<file path="src/rtl/pwm_pkg.sv">
package pwm_pkg;

   typedef enum logic {
      TICK_EVERY_CLK = 1'b0,
      TICK_PRESCALED = 1'b1
   } tick_sel_e;

   localparam int unsigned PWM_CHANNELS = 2;

endpackage

</file>
<file path="src/rtl/pwm_prescaler.sv">
module pwm_prescaler
   import pwm_pkg::*;
#(
   parameter int unsigned BP_W    = 8,
   parameter int unsigned PRE_DIV = 4
) (
   input  logic            clk,
   input  logic            rst,
   input  tick_sel_e       sel_act,
   input  logic [BP_W-1:0] bp_act,
   output logic            step
);
   logic            in_tick;
   logic [BP_W-1:0] base_cnt;

   generate
      if (PRE_DIV > 1) begin : g_prediv
         localparam int unsigned PQ_W = $clog2(PRE_DIV);
         localparam logic [PQ_W-1:0] PQ_LAST = PQ_W'(PRE_DIV - 1);
         logic [PQ_W-1:0] pre_q;

         always_ff @(posedge clk) begin
            if (rst) begin
               pre_q <= '0;
            end else if (sel_act == TICK_PRESCALED) begin
               pre_q <= (pre_q == PQ_LAST) ? '0 : pre_q + 1'b1;
            end else begin
               pre_q <= '0;
            end
         end

         assign in_tick = (sel_act == TICK_EVERY_CLK) || (pre_q == PQ_LAST);
      end else begin : g_nodiv
         assign in_tick = 1'b1;
      end
   endgenerate

   always_ff @(posedge clk) begin
      if (rst) begin
         base_cnt <= '0;
      end else if (in_tick) begin
         base_cnt <= (base_cnt == bp_act) ? '0 : base_cnt + 1'b1;
      end
   end

   assign step = in_tick && (base_cnt == bp_act);

endmodule

</file>
<file path="src/rtl/pwm_step_counter.sv">
module pwm_step_counter #(
   parameter int unsigned CNT_W = 8
) (
   input  logic             clk,
   input  logic             rst,
   input  logic             step,
   output logic [CNT_W-1:0] cnt,
   output logic             wrap
);
   localparam logic [CNT_W-1:0] CNT_LAST = '1;

   always_ff @(posedge clk) begin
      if (rst) begin
         cnt <= '0;
      end else if (step) begin
         cnt <= cnt + 1'b1;
      end
   end

   assign wrap = step && (cnt == CNT_LAST);

endmodule

</file>
<file path="src/rtl/pwm_channel.sv">
module pwm_channel #(
   parameter int unsigned CNT_W = 8
) (
   input  logic             clk,
   input  logic             rst,
   input  logic             load,
   input  logic [CNT_W-1:0] duty_in,
   input  logic [CNT_W-1:0] cnt,
   input  logic             en,
   input  logic             dir,
   input  logic             dat,
   output logic             pin,
   output logic             oe,
   output logic             pwm_raw,
   output logic [CNT_W-1:0] duty_sh
);
   logic en_q;

   always_ff @(posedge clk) begin
      if (rst || load) begin
         duty_sh <= duty_in;
      end
   end

   always_ff @(posedge clk) begin
      if (rst) begin
         en_q <= 1'b0;
      end else begin
         en_q <= en;
      end
   end

   assign pwm_raw = (cnt <= duty_sh);
   assign pin     = en_q ? pwm_raw : dat;
   assign oe      = en_q | dir;

endmodule

</file>
<file path="src/rtl/dual_pwm_gen.sv">
module dual_pwm_gen
   import pwm_pkg::*;
#(
   parameter int unsigned CNT_W   = 8,
   parameter int unsigned BP_W    = 8,
   parameter int unsigned PRE_DIV = 4
) (
   input  logic            clk,
   input  logic            rst,
   input  logic            div4_sel,
   input  logic [BP_W-1:0] base_period,
   input  logic [CNT_W-1:0] duty_a,
   input  logic [CNT_W-1:0] duty_b,
   input  logic            en_a,
   input  logic            en_b,
   input  logic            dir_a,
   input  logic            dir_b,
   input  logic            dat_a,
   input  logic            dat_b,
   output logic            pin_a,
   output logic            oe_a,
   output logic            pin_b,
   output logic            oe_b
);
   localparam int unsigned NCH = PWM_CHANNELS;
   localparam logic [BP_W-1:0] BP_MIN = BP_W'(1);

   if (CNT_W < 2)  begin : g_bad_cnt  $error("CNT_W must be at least 2"); end
   if (BP_W < 1)   begin : g_bad_bp   $error("BP_W must be at least 1"); end
   if (PRE_DIV < 1) begin : g_bad_div $error("PRE_DIV must be at least 1"); end
   if (PRE_DIV > 1 && (PRE_DIV & (PRE_DIV - 1)) != 0) begin : g_bad_pow
      $error("PRE_DIV must be a power of two");
   end

   tick_sel_e        sel_sh;
   logic [BP_W-1:0]  bp_sh;
   logic             step_w;
   logic             cyc_wrap;
   logic [CNT_W-1:0] step_cnt;

   logic [NCH-1:0]       pwm_w;
   logic [NCH*CNT_W-1:0] duty_sh_w;
   logic [NCH*CNT_W-1:0] duty_in_w;
   logic [NCH-1:0]       en_w, dir_w, dat_w, pin_w, oe_w;

   always_ff @(posedge clk) begin
      if (rst || cyc_wrap) begin
         sel_sh <= div4_sel ? TICK_PRESCALED : TICK_EVERY_CLK;
         bp_sh  <= (base_period == '0) ? BP_MIN : base_period;
      end
   end

   pwm_prescaler #(.BP_W(BP_W), .PRE_DIV(PRE_DIV)) u_pre (
      .clk     (clk),
      .rst     (rst),
      .sel_act (sel_sh),
      .bp_act  (bp_sh),
      .step    (step_w)
   );

   pwm_step_counter #(.CNT_W(CNT_W)) u_cnt (
      .clk  (clk),
      .rst  (rst),
      .step (step_w),
      .cnt  (step_cnt),
      .wrap (cyc_wrap)
   );

   assign duty_in_w = {duty_b, duty_a};
   assign en_w      = {en_b, en_a};
   assign dir_w     = {dir_b, dir_a};
   assign dat_w     = {dat_b, dat_a};

   for (genvar c = 0; c < NCH; c++) begin : g_ch
      pwm_channel #(.CNT_W(CNT_W)) u_ch (
         .clk     (clk),
         .rst     (rst),
         .load    (cyc_wrap),
         .duty_in (duty_in_w[c*CNT_W +: CNT_W]),
         .cnt     (step_cnt),
         .en      (en_w[c]),
         .dir     (dir_w[c]),
         .dat     (dat_w[c]),
         .pin     (pin_w[c]),
         .oe      (oe_w[c]),
         .pwm_raw (pwm_w[c]),
         .duty_sh (duty_sh_w[c*CNT_W +: CNT_W])
      );
   end

   assign pin_a = pin_w[0];
   assign oe_a  = oe_w[0];
   assign pin_b = pin_w[1];
   assign oe_b  = oe_w[1];

endmodule

</file>
<file path="config.mk">
export PLATFORM = sky130hd
export DESIGN_NAME = dual_pwm_gen
export DESIGN_NICKNAME = d
export VERILOG_FILES = /design/src/rtl/pwm_pkg.sv /design/src/rtl/pwm_prescaler.sv /design/src/rtl/pwm_step_counter.sv /design/src/rtl/pwm_channel.sv /design/src/rtl/dual_pwm_gen.sv
export SDC_FILE = /design/constraint.sdc
export NUM_CORES = 1
export LEC_CHECK = 0
export ABC_AREA = 1
export BUFFER_PORTS_ARGS = -buffer_cell sky130_fd_sc_hd__buf_2
export CORE_MARGIN = 10
export CORE_UTILIZATION = 45
export CTS_CLUSTER_DIAMETER = 150
export CTS_CLUSTER_SIZE = 28
export DETAILED_ROUTE_END_ITERATION = 16
export GPL_ROUTABILITY_DRIVEN = 0
export GPL_TIMING_DRIVEN = 0
export PLACE_DENSITY = 0.68
export SLEW_MARGIN = 30
export SYNTH_ARGS = -nofsm -noshare
export SYNTH_HDL_FRONTEND = slang
export SYNTH_HIERARCHICAL = 1
export SYNTH_SLANG_ARGS = --single-unit
</file>
<file path="constraint.sdc">
create_clock -name clk -period 2.1 [get_ports clk]
set_clock_uncertainty 0.05 [all_clocks]
set_input_delay 0.42 -clock clk [delete_from_list [all_inputs] [get_ports clk]]
set_output_delay 0.42 -clock clk [all_outputs]
set_load 0.1 [all_outputs]
</file>
# == Word level (Yosys, flattened, before mapping) ==
# Index checks and enable logic that the tools add are counted.
# op_classes
bitwise,3
n_lt_le_gt_ge,2
mux,4
add_sub_neg,3
reduce_logical,6
n_eq_ne,3
# op_table
operator,n
"8-bit by 1-bit adder with 8-bit output, second input constant",2
8-bit less-or-equal comparator,2
8-bit == test,1
"8-bit == test, second input constant",1
8-bit zero test,1
8-bit 2-to-1 mux,1
1-bit 2-to-1 mux,3
3-bit OR reduction,1
"2-bit by 1-bit adder with 2-bit output, second input constant",1
"2-bit == test, second input constant",1
1-bit logical AND,2
1-bit logical OR,2
1-bit bitwise OR,2
1-bit NOT,1
# word_totals
reg_bits,45
out_inout_bits,4
in_bits,33

# == Longest topological paths before layout ==
# Gate-level depths: netlist of run 1.
# depth
ltp_word,5
depth_mapped,12
depth_no_buf,12

# == Cells and area by module ==
# The synthesis of run 1 kept the hierarchy.
# by_module_without_submodules
mod,seq_area_each_um2,cells_each,instances,area_each_um2
pwm_channel,260.2,53,2,528.0
pwm_prescaler,200.2,89,1,604.3
pwm_step_counter,160.2,50,1,351.6
dual_pwm_gen,270.3,25,1,334.1

# == Worst setup path after synthesis of run 1 ==
# No wires, ideal clock.
# synth_path
path_kind,register to output
start,reg u_cnt.cnt[5]
end,out pin_a
arrival_ns,1.681
stages_incl_launch_ff,9
setup_slack_ns,-0.051
path_cell_list,dfxtp_1 -> ha_1 -> a21oi_1 -> nor2_1 -> nor2_1 -> nand2_1 -> nand2_2 -> nand2_1 -> nand2_1
# synth_between
elab_chain_len,2
# synth_rtl
element,line,rtl
from (decl),pwm_step_counter.sv:7,"output logic [CNT_W-1:0] cnt,"
from (signal assigned),pwm_step_counter.sv:16,cnt <= cnt + 1'b1;
8-bit less-or-equal comparator,pwm_channel.sv:33,assign pwm_raw = (cnt <= duty_sh);
net pwm_w[0],dual_pwm_gen.sv:41,logic [NCH-1:0] pwm_w;
1-bit 2-to-1 mux,pwm_channel.sv:34,assign pin = en_q ? pwm_raw : dat;
to (decl),dual_pwm_gen.sv:20,"output logic pin_a,"
# The timed path passes the listed nets, and every way through them passes these cells.

# == Worst setup path after layout of run 1 ==
# layout_path
start,reg g_ch[0].u_ch.duty_sh[7]
end,out pin_a
# layout_between
elab_chain_len,2
# layout_rtl
element,line,rtl
from (decl),pwm_channel.sv:15,output logic [CNT_W-1:0] duty_sh
from (signal assigned),pwm_channel.sv:21,duty_sh <= duty_in;
8-bit less-or-equal comparator,pwm_channel.sv:33,
net pwm_w[0],dual_pwm_gen.sv:41,
1-bit 2-to-1 mux,pwm_channel.sv:34,
# The timed path passes the listed nets, and every way through them passes these cells.

==> results.yml, run 1 <==
power_and_ir_drop:
  power_density_nw_per_um2: 637.0
  p_seq_share_pct: 53.0
  p_int_w: 0.001419
  p_sw_share_pct: 24.78
  p_comb_share_pct: 13.3
  switchingPower_w: 0.0004672
  max-vdd-ir-drop_mv: 0.4841
  pwr-share-clk_pct: 33.7
  power.leakage_nw: 1.331
floorplanning:
  rows: 26
  core_area_um2: 5075
  die_area_um2: 8502
  die_h_um: 92.21
  die_x_um: 92.21
  initial_utilization_pct: 46.23
  io_pins: 37
setup_path:
  path_cells: "inv_1, ha_4, a21o_1, nor2_1, nand2_1, nand2_2, nand2_2, nand2_2, buf_12"
  r2r_cells: 10
  slowest_delay_ns: 0.38
  reg2reg_to: "g_ch[1].u_ch/duty_sh[4]"
  worst_setup_path_end_kind: "output pin"
  worstPathRequired_ns: 1.63
  worstSetupPathType: "reg -> out"
  crit_top_cell: "nand2_2"
  cp_slowest_cell: "edfxtp_1"
  cp-endpoint: "pin_a"
  start_kind: "flip-flop"
  worstSetupStartpoint: "g_ch[0].u_ch/duty_sh[7]"
  ff2ff_setup_slack_ns: 0.05
  worstPathArrival_ns: 1.67
  worstPathMaxFanout: 2
  rr_startpoint: "bp_sh[6]"
job:
  cap_violations: 0
clock_tree:
  cts_sinks: 45
  numCtsBuffers: 5
  clk_root_buffer_cell: "clkbuf_8"
  clockBufferDepth: 2
  clk_pin_slew_ns: 0.09
  cts_hold_buf: 0
  cts_tree: "yes"
  cts_max_level: 2
  clk_latency_ns: 0.30
synth:
  ys_ff_latch: 45
  syn_nets: 322
  synthArstFlopShare_pct: 0
  synth.distinct_cells: 26
  yosysTopAreaCell: "edfxtp_1"
  synth_top_area_share_pct: 32.00
  synth_area_leaders: "edfxtp_1, dfxtp_1, ha_1, nand2_1, inv_1"
  synthFlopType: "edfxtp_1"
  synth-edff-count: 25
  synth_most_common_cell: "nand2_1"
  ys_seq_area_share_pct: 49.07
  synth_common_cells: "nand2_1, inv_1, nor2_1"
  synth_warnings: 6
  avgSynthCellArea_um2: 8.689
  synthCells: 270
  synth_area_um2: 2346
status:
  outcome: "complete, but fails checks"
  violations: "negative setup slack"
sta:
  relSlewSlack_pct: 67.80
  grt_setup_unrepaired: "yes"
  finalCriticalPeriod_ns: 2.136
  finalSetupViolations: 2
  period_share_pct: 101.7
  worst-slew-pin-transition_ns: 0.4864
  drv_slew: 0
  hold_viol: 0
  max_clock_freq_mhz: 468.2
  fin_ws_ns: -0.03595
placement:
  dpl_worst_slack_ns: -0.3569
  dp_hpwl_um: 3281
  place_area_um2: 2619
  numPortBuffers: 36
global_routing:
  met1_usage_pct: 11.20
  globalRouteTotalUtil_pct: 10.97
  grt_pass1_wl_um: 7652
  use_met2_pct: 20.76
  top_usage_layer: "met2"
  grt_overflow_total: 0
  grt_max_degree: 15
  antenna_found_initial: 0
  grt_pass1_vias: 1819
  grt_util_met3_pct: 3.260
hold_path:
  hp-class: "in -> reg"
  hold_depth: 1
detailed_routing:
  firstDrtPassIters: 4
  ant_nets: 0
  drt-initial-drc-count: 68
  drc: 0
  routed_wl_um: 4399
  vias: 1768
  avgRoutedWirePerCell_um: 11.34
  routed_via_density: 4.557
layout:
  drive_above_1_share_pct: 34.28
  nFillCells: 468
  num_antenna_cells: 0
  synthToLayoutAreaGrowth_pct: 26.19
  final_nets: 369
  stdcell_area_um2: 2960
[critical path, delay by kind of cell (launching register included)]
family / cells / cell delay [ns]
adders and majority gates: 1 / 0.20
AOI/OAI and AO/OA: 1 / 0.15
and+or+nand+nor: 5 / 0.37
buffers and inverters: 2 / 0.26
DFF: 1 / 0.38
[area by class of cell]
type	count	area [um^2]	area share, %
clock inverter	1	7.507	0.2536
tap	70	87.58	2.959
timing repair buffer	39	232.7	7.861
inverter	49	183.9	6.213
sequential	45	1172	39.60
clock buffer	7	107.6	3.635
buffer	7	26.28	0.8876
multi-input combinational	170	1142	38.59
[layer usage]
layer  vias to the layer above  share of wire (%)  wire length [um]
li1                        930                  -                 -
met1                       814                 41              1825
met2                        19                 55              2407
met3                         5                2.5               111
met4                         0                1.3                55
met5                         -                  0                 0
[state kept, by name (all words and copies together), names as in the netlist]
| name | count |
|---|---|
| bp_sh | 8 |
| g_ch.u_ch/duty_sh | 16 |
| g_ch.u_ch/en_q | 2 |
| sel_sh | 1 |
| u_cnt/cnt | 8 |
| u_pre/base_cnt | 8 |
| u_pre/g_prediv.pre_q | 2 |
[per-stage QoR]
step           setup TNS, ns  std cells  utilization, %  total power, W  hold WS (ns)
2_1_floorplan              0        270               -        0.001178        0.3469
3_3_place_gp          -6.189        376           51.60        0.001233        0.3564
3_5_place_dp          -6.917        376           51.60        0.001243        0.3609
4_1_cts             -0.08272        388           57.91        0.001906        0.2245
5_1_grt               -2.958        388           58.33        0.001983        0.2182
6_report            -0.04565        388           58.33        0.001886        0.2372
[power groups by stage]
stage / logic [W] / clock network, W / registers, W
floorplan: 0.000158 / 0 / 0.00102
global placement: 0.000210 / 0 / 0.00102
finish: 0.000252 / 0.000635 / 0.000999
global route: 0.000279 / 0.000699 / 0.00101
detailed placement: 0.000217 / 0 / 0.00103
CTS: 0.000249 / 0.000655 / 0.00100
[worst min-delay path by stage]
stage	from	endpoint	slack, ns
finish	duty_a[0]	g_ch[0].u_ch/duty_sh[0]	0.24
global route	duty_a[0]	g_ch[0].u_ch/duty_sh[0]	0.22
CTS	duty_a[0]	g_ch[0].u_ch/duty_sh[0]	0.22
detailed placement	u_pre/g_prediv.pre_q[0]	u_pre/g_prediv.pre_q[0]	0.36
global placement	u_pre/g_prediv.pre_q[0]	u_pre/g_prediv.pre_q[0]	0.36
floorplan	u_pre/g_prediv.pre_q[0]	u_pre/g_prediv.pre_q[0]	0.35
[placed cells by master, fill, tap and decap left out, types with 3 or more instances in the layout]
cell | Yosys | layout
nand2_2 | 6 | 14
nor2_1 | 30 | 28
a21oi_1 | 11 | 8
or2_4 | 0 | 4
nor2_4 | 3 | 4
nand2_1 | 63 | 55
ha_4 | 0 | 8
nor2_2 | 3 | 4
dfxtp_1 | 20 | 13
xnor2_1 | 7 | 7
clkbuf_1 | 7 | 7
buf_4 | 0 | 3
edfxtp_1 | 25 | 25
nand3_1 | 5 | 5
clkbuf_8 | 0 | 6
dfxtp_4 | 0 | 5
buf_2 | 0 | 34
inv_1 | 46 | 38
o21ai_0 | 4 | 4
inv_2 | 3 | 11
a21oi_2 | 0 | 3
ha_1 | 19 | 11
[kinds of logic (layout without fill, tap and decap cells)]
| kind of cell | after synthesis | after routing | synth area share [%] |
|---|---|---|---|
| xor+xnor | 8 | 8 | 2.987 |
| flops | 45 | 45 | 49.07 |
| simple gates | 123 | 124 | 24.32 |
| fa+ha+maj | 19 | 19 | 10.13 |
| buf+inv | 56 | 103 | 8.960 |
| compound gates | 19 | 19 | 4.533 |
[what timing repair did]
item	in CTS	in global routing
gates resized for setup	41	11
setup buffers	3	0
pin swaps	8	11
setup endpoints to repair	27	27
gates cloned	1	0
No activity file was read; power rests on OpenSTA's default activity.
==> inputs of run 2 (changes only) <==
--- a/config.mk
+++ b/config.mk
@@ -18,5 +18,4 @@
 export SLEW_MARGIN = 30
 export SYNTH_ARGS = -nofsm -noshare
 export SYNTH_HDL_FRONTEND = slang
-export SYNTH_HIERARCHICAL = 1
 export SYNTH_SLANG_ARGS = --single-unit
==> run 2 against run 1 <==
- the run still ends with negative setup slack left
- area after synthesis rose by 5.4%
- final cell count grew 8.5%
- sequential power fell by 2%
- sequential share of layout area shrank 3.0 points
- non-clock buffer count increased by 3
- global-route usage increased by 1.4 points
- via count grew 12%
==> results.yml, run 2 <==
detailed_routing:
  avgRoutedWirePerCell_um: 12.79
  firstDrtPassIters: 4
  routed_via_density: 4.715
  vias: 1985
  routed_wl_um: 5383
  drt-initial-drc-count: 146
  drc: 0
  ant_nets: 0
sta:
  relSlewSlack_pct: 67.33
  hold_viol: 0
  drv_slew: 0
  finalSetupViolations: 2
  worst-slew-pin-transition_ns: 0.4934
  finalCriticalPeriod_ns: 2.257
  fin_ws_ns: -0.1574
  fin_hold_ws_ns: 0.2363
  period_share_pct: 107.5
  max_clock_freq_mhz: 443.0
  grt_setup_unrepaired: "yes"
layout:
  synthToLayoutAreaGrowth_pct: 29.45
  utilization_pct: 61.49
  num_antenna_cells: 0
  final_common_cell: "nand2_1"
  final_nets: 402
  final_cell_mix: "nand2_1, inv_1, buf_2"
  largest_register: "g_ch.u_ch.duty_sh"
  drive_above_1_share_pct: 33.33
  largest_reg_flops: 16
  nFillCells: 437
setup_path:
  rr_startpoint: "u_cnt.cnt[1]"
  ff2ff_setup_slack_ns: 0.17
  worstSetupPathType: "reg -> out"
  start_kind: "flip-flop"
  reg2reg_to: "g_ch[0].u_ch.duty_sh[0]"
  worstPathArrival_ns: 1.79
  worstPathRequired_ns: 1.63
  r2r_cells: 6
  worst_setup_path_end_kind: "output pin"
  worstPathMaxFanout: 2
synth:
  synth.distinct_cells: 31
  synth_top_area_share_pct: 30.36
  synth_most_common_cell: "nand2_1"
  synth_common_cells: "nand2_1, inv_1, nor2_1"
  ys_ff_latch: 45
  yosysTopAreaCell: "edfxtp_1"
  synthFlopType: "edfxtp_1"
  ys_seq_area_share_pct: 46.56
  synthAdderAreaFrac_pct: 9.615
  synthArstFlopShare_pct: 0
  synth-edff-count: 25
  synth_simple_gate_area_share_pct: 27.13
  synth_area_leaders: "edfxtp_1, dfxtp_1, nand2_1, ha_1, inv_1"
  avgSynthCellArea_um2: 8.214
  synthMuxAreaShare_pct: 0
  syn_nets: 353
  synth_compound_area_share_pct: 4.504
  synth_top_family_by_area: "simple AND/OR/NAND/NOR gates"
  synth_area_um2: 2472
  synth_warnings: 0
  synthCells: 301
  synth_xor_xnor_area_share_pct: 2.126
global_routing:
  grt_overflow_total: 0
  grt_pass1_vias: 1986
  grt_pass1_wl_um: 8707
  globalRouteTotalUtil_pct: 12.35
  antenna_found_initial: 0
  grt_max_degree: 14
floorplanning:
  die_area_um2: 8859
  rows: 26
  io_pins: 37
  initial_utilization_pct: 47.50
  core_area_um2: 5205
  die_h_um: 94.12
  die_x_um: 94.12
placement:
  dpl_worst_slack_ns: -0.1869
  dp_hpwl_um: 3636
  numPortBuffers: 36
power_and_ir_drop:
  power_density_nw_per_um2: 583.8
  power.leakage_nw: 1.471
  max-vdd-ir-drop_mv: 0.4900
clock_tree:
  cts_sinks: 45
  cts_max_level: 2
  cts_tree: "yes"
  clk_latency_ns: 0.30
  cts_hold_buf: 0
  clk_root_buffer_cell: "clkbuf_8"
  clockBufferDepth: 2
  clk_pin_slew_ns: 0.08
  numCtsBuffers: 5
status:
  violations: "negative setup slack"
  outcome: "complete, but fails checks"
hold_path:
  hold_path_end: "g_ch[1].u_ch.duty_sh[3]"
  hp-class: "in -> reg"
  hold_depth: 1
  min_from: "duty_b[3]"
job:
  cap_violations: 0
-- run 2: changes by cell type after synthesis, moves of 3 or more --
cell	before	now
xor2_1	1	5
inv_2	3	12
nor2_1	30	33
nor3_1	2	5
nand2_1	63	73
nand3_1	5	15
xnor2_1	7	1
-- run 2: worst max-delay path by stage --
stage / end / start / cells past startpoint
finish: pin_b / g_ch[1].u_ch.duty_sh[7] / 8
global route: pin_b / g_ch[1].u_ch.duty_sh[7] / 8
CTS: pin_a / u_cnt.cnt[5] / 7
detailed placement: bp_sh[2] / u_cnt.cnt[1] / 5
global placement: pin_b / u_cnt.cnt[5] / 7
floorplan: pin_b / g_ch[1].u_ch.duty_sh[7] / 7
-- run 2: what timing repair did --
action,CTS,global route
gates resized for setup,45,11
hold endpoints to repair,0,0
cloned,1,0
setup buffers,3,2
setup endpoints to repair,27,27
pin swaps,17,14
-- run 2: through the flow --
step | TNS (ns) | total power (W) | instance area [um^2] | std cells
6_report | -0.2653 | 0.001869 | 3201 | 421
4_1_cts | -0.2935 | 0.001864 | 3097 | 419
5_1_grt | -0.4375 | 0.001943 | 3201 | 421
2_1_floorplan | -0.005964 | 0.001146 | 2506 | 301
3_5_place_dp | -4.932 | 0.001207 | 2774 | 407
3_3_place_gp | -3.631 | 0.001201 | 2774 | 407
-- run 2: area by class of cell --
class | instances | area (um^2) | area share, %
plain buffers | 8 | 31.28 | 0.9773
clock buffers | 6 | 72.57 | 2.267
clock inverters | 2 | 33.78 | 1.056
inverters | 58 | 217.7 | 6.802
multi-input cells | 191 | 1313 | 41.01
well taps | 70 | 87.58 | 2.737
flip-flops and latches | 45 | 1172 | 36.63
repair buffers | 41 | 272.8 | 8.522
-- run 2: logic make-up after synthesis --
logic type               after synthesis
AND/OR/NAND/NOR                      145
buffers and inverters                 66
flip-flops                            45
AO/OA/AOI/OAI                         20
adder cells (fa/ha/maj)               19
XOR/XNOR                               6
-- run 2: critical path, stage by stage (launching register included) --
cell      delay, ns
edfxtp_1       0.35
inv_2          0.05
ha_4           0.28
nand2_4        0.06
nor2_4         0.13
nand3_2        0.07
o21a_1         0.20
a21oi_4        0.17
buf_12         0.19
-- run 2: per-layer routing --
| layer | global-route usage, % | up-vias | share of wire, % |
|---|---|---|---|
| met5 | 0 | - | 0 |
| li1 | - | 1034 | - |
| met2 | 20.16 | 55 | 48 |
| met1 | 14.82 | 890 | 45 |
| met3 | 3.038 | 6 | 5.4 |
| met4 | 5.949 | 0 | 1.7 |
-- run 2: report_power, final --
part / leakage, nW / internal (W) / switching [W] / total, W
combinational: 1.01 / 0.0000995 / 0.000147 / 0.000246
sequential: 0.412 / 0.000960 / 0.0000197 / 0.000980
clock: 0.0528 / 0.000352 / 0.000291 / 0.000642
total: 1.47 / 0.00141 / 0.000458 / 0.00187
==> inputs of run 3 (changes only) <==
--- a/config.mk
+++ b/config.mk
@@ -9,6 +9,7 @@
 export BUFFER_PORTS_ARGS = -buffer_cell sky130_fd_sc_hd__buf_2
 export CORE_MARGIN = 10
 export CORE_UTILIZATION = 45
+export CTS_BUF_LIST = sky130_fd_sc_hd__clkbuf_8
 export CTS_CLUSTER_DIAMETER = 150
 export CTS_CLUSTER_SIZE = 28
 export DETAILED_ROUTE_END_ITERATION = 16
==> run 3 against run 2 <==
- the flow still finishes with violations (negative setup slack)
- hold slack is essentially flat
- clock-buffer cell count shrank 1
- sequential cell count is the same
- sequential power is essentially flat
- global-route usage shrank 0.099 points
- sequential share of layout area is essentially flat
- critical path depth is the same
==> results.yml, run 3 (synthesis gave the netlist of run 2 again) <==
floorplanning:
  die_area_um2: 8859
  die_x_um: 94.12
  die_h_um: 94.12
  io_pins: 37
  core_area_um2: 5205
  initial_utilization_pct: 47.50
  rows: 26
sta:
  max_clock_freq_mhz: 442.5
  drv_slew: 0
  finalCriticalPeriod_ns: 2.260
  finalSetupViolations: 2
  fin_ws_ns: -0.1597
  relSlewSlack_pct: 67.25
  period_share_pct: 107.6
  grt_setup_unrepaired: "yes"
  worst-slew-pin-transition_ns: 0.4947
  hold_viol: 0
  setup_tns_ns: -0.2678
hold_path:
  hp-class: "in -> reg"
clock_tree:
  clk_latency_ns: 0.30
  cts_sinks: 45
  cts_max_level: 2
  clk_root_buffer_cell: "clkbuf_8"
  numCtsBuffers: 5
  cts_tree: "yes"
  clk_pin_slew_ns: 0.08
  clockBufferDepth: 2
setup_path:
  slowest_delay_ns: 0.35
  cp-endpoint: "pin_b"
  worstSetupPathType: "reg -> out"
  reg2reg_to: "g_ch[0].u_ch.duty_sh[0]"
  worstPathMaxFanout: 2
  worstPathArrival_ns: 1.79
  path_cells: "inv_2, ha_4, nand2_4, nor2_4, nand3_2, o21a_1, a21oi_4, buf_12"
  rr_startpoint: "u_cnt.cnt[1]"
  cp_slowest_cell: "edfxtp_1"
  r2r_cells: 6
  worstSetupStartpoint: "g_ch[1].u_ch.duty_sh[7]"
  worstPathRequired_ns: 1.63
  ff2ff_setup_slack_ns: 0.18
  worst_setup_path_end_kind: "output pin"
  start_kind: "flip-flop"
detailed_routing:
  drt-initial-drc-count: 163
  firstDrtPassIters: 4
  ant_nets: 0
  routed_wl_um: 5328
  vias: 1967
  routed_via_density: 4.683
  drc: 0
  avgRoutedWirePerCell_um: 12.69
layout:
  synthToLayoutAreaGrowth_pct: 29.05
  stdcell_area_um2: 3191
  nFillCells: 437
  largest_reg_flops: 16
  regArea_um2: 1170
  num_antenna_cells: 0
  final_cell_mix: "nand2_1, inv_1, buf_2"
  final_nets: 401
  multi_input_area_um2: 1313
  drive_above_1_share_pct: 33.14
  utilization_pct: 61.30
  final_common_cell: "nand2_1"
  largest_register: "g_ch.u_ch.duty_sh"
power_and_ir_drop:
  p_seq_share_pct: 52.6
  power_w: 0.001864
  max-vdd-ir-drop_mv: 0.4897
  p_sw_share_pct: 24.49
  p_int_w: 0.001407
  power.leakage_nw: 1.470
  pwr-share-clk_pct: 34.2
  power_density_nw_per_um2: 584.1
  p_comb_share_pct: 13.2
  switchingPower_w: 0.0004564
job:
  cap_violations: 0
placement:
  dp_hpwl_um: 3636
  numPortBuffers: 36
  place_area_um2: 2774
global_routing:
  grt_pass1_vias: 1966
  grt_pass1_wl_um: 8645
  grt_overflow_total: 0
  grt_max_degree: 14
  antenna_found_initial: 0
  globalRouteTotalUtil_pct: 12.25
status:
  outcome: "complete, but fails checks"
  violations: "negative setup slack"
==> run 3: worst max-delay path, delay by kind of cell (launching register included) <==
kind                       cells  cell delay, ns
AOI/OAI and AO/OA              2            0.37
and+or+nand+nor                3            0.27
adders and majority gates      1            0.28
DFF                            1            0.35
buffers and inverters          2            0.24
==> run 3: worst min-delay path by stage <==
stage               depth (start not counted)                       to               startpoint  slack (ns)
floorplan                                   1  u_pre.g_prediv.pre_q[0]  u_pre.g_prediv.pre_q[0]        0.35
global placement                            1  u_pre.g_prediv.pre_q[0]  u_pre.g_prediv.pre_q[0]        0.36
detailed placement                          1  u_pre.g_prediv.pre_q[0]  u_pre.g_prediv.pre_q[0]        0.38
CTS                                         1  g_ch[1].u_ch.duty_sh[1]                duty_b[1]        0.23
global route                                1  g_ch[0].u_ch.duty_sh[2]                duty_a[2]        0.23
finish                                      1  g_ch[1].u_ch.duty_sh[3]                duty_b[3]        0.24
==> run 3: repair_timing <==
action / 4_1_cts / 5_1_grt
hold buffers: 0 / 0
hold endpoints to repair: 0 / 0
setup buffers: 2 / 2
gates cloned: 1 / 0
pin swaps: 17 / 14
setup endpoints to repair: 27 / 27
resized for setup: 44 / 11
==> run 3: power by group through the flow <==
| stage | clock network (W) | registers (W) | logic (W) |
|---|---|---|---|
| global route | 0.000683 | 0.000985 | 0.000272 |
| CTS | 0.000652 | 0.000981 | 0.000228 |
| floorplan | 0 | 0.00100 | 0.000146 |
| global placement | 0 | 0.00100 | 0.000197 |
| detailed placement | 0 | 0.00101 | 0.000201 |
| finish | 0.000636 | 0.000981 | 0.000246 |
==> run 3: area by class of cell <==
class	count	share of cell area (%)
inverters	58	6.824
repair buffers	40	8.314
clock buffers	5	2.157
flip-flops and latches	45	36.67
clock inverters	3	1.176
well taps	70	2.745
plain buffers	8	0.9804
multi-input cells	191	41.14
==> run 3: per-stage QoR <==
step                      hold slack (ns)  std cells  worst slack (ns)
after floorplan                    0.3490        301         -0.005964
after global placement             0.3611        407           -0.1615
after detailed placement           0.3817        407           -0.1869
after CTS                          0.2274        418           -0.1489
after global routing               0.2253        420           -0.2348
final                              0.2363        420           -0.1597
==> run 3: metal layers <==
metal	vias up	part of all wire, %	wire, um	global-route usage, %
li1	1032	-	-	-
met3	6	4.6	246	2.958
met5	-	0	0	0
met4	0	1.7	92	5.696
met1	884	46	2431	14.77
met2	45	48	2558	20.05
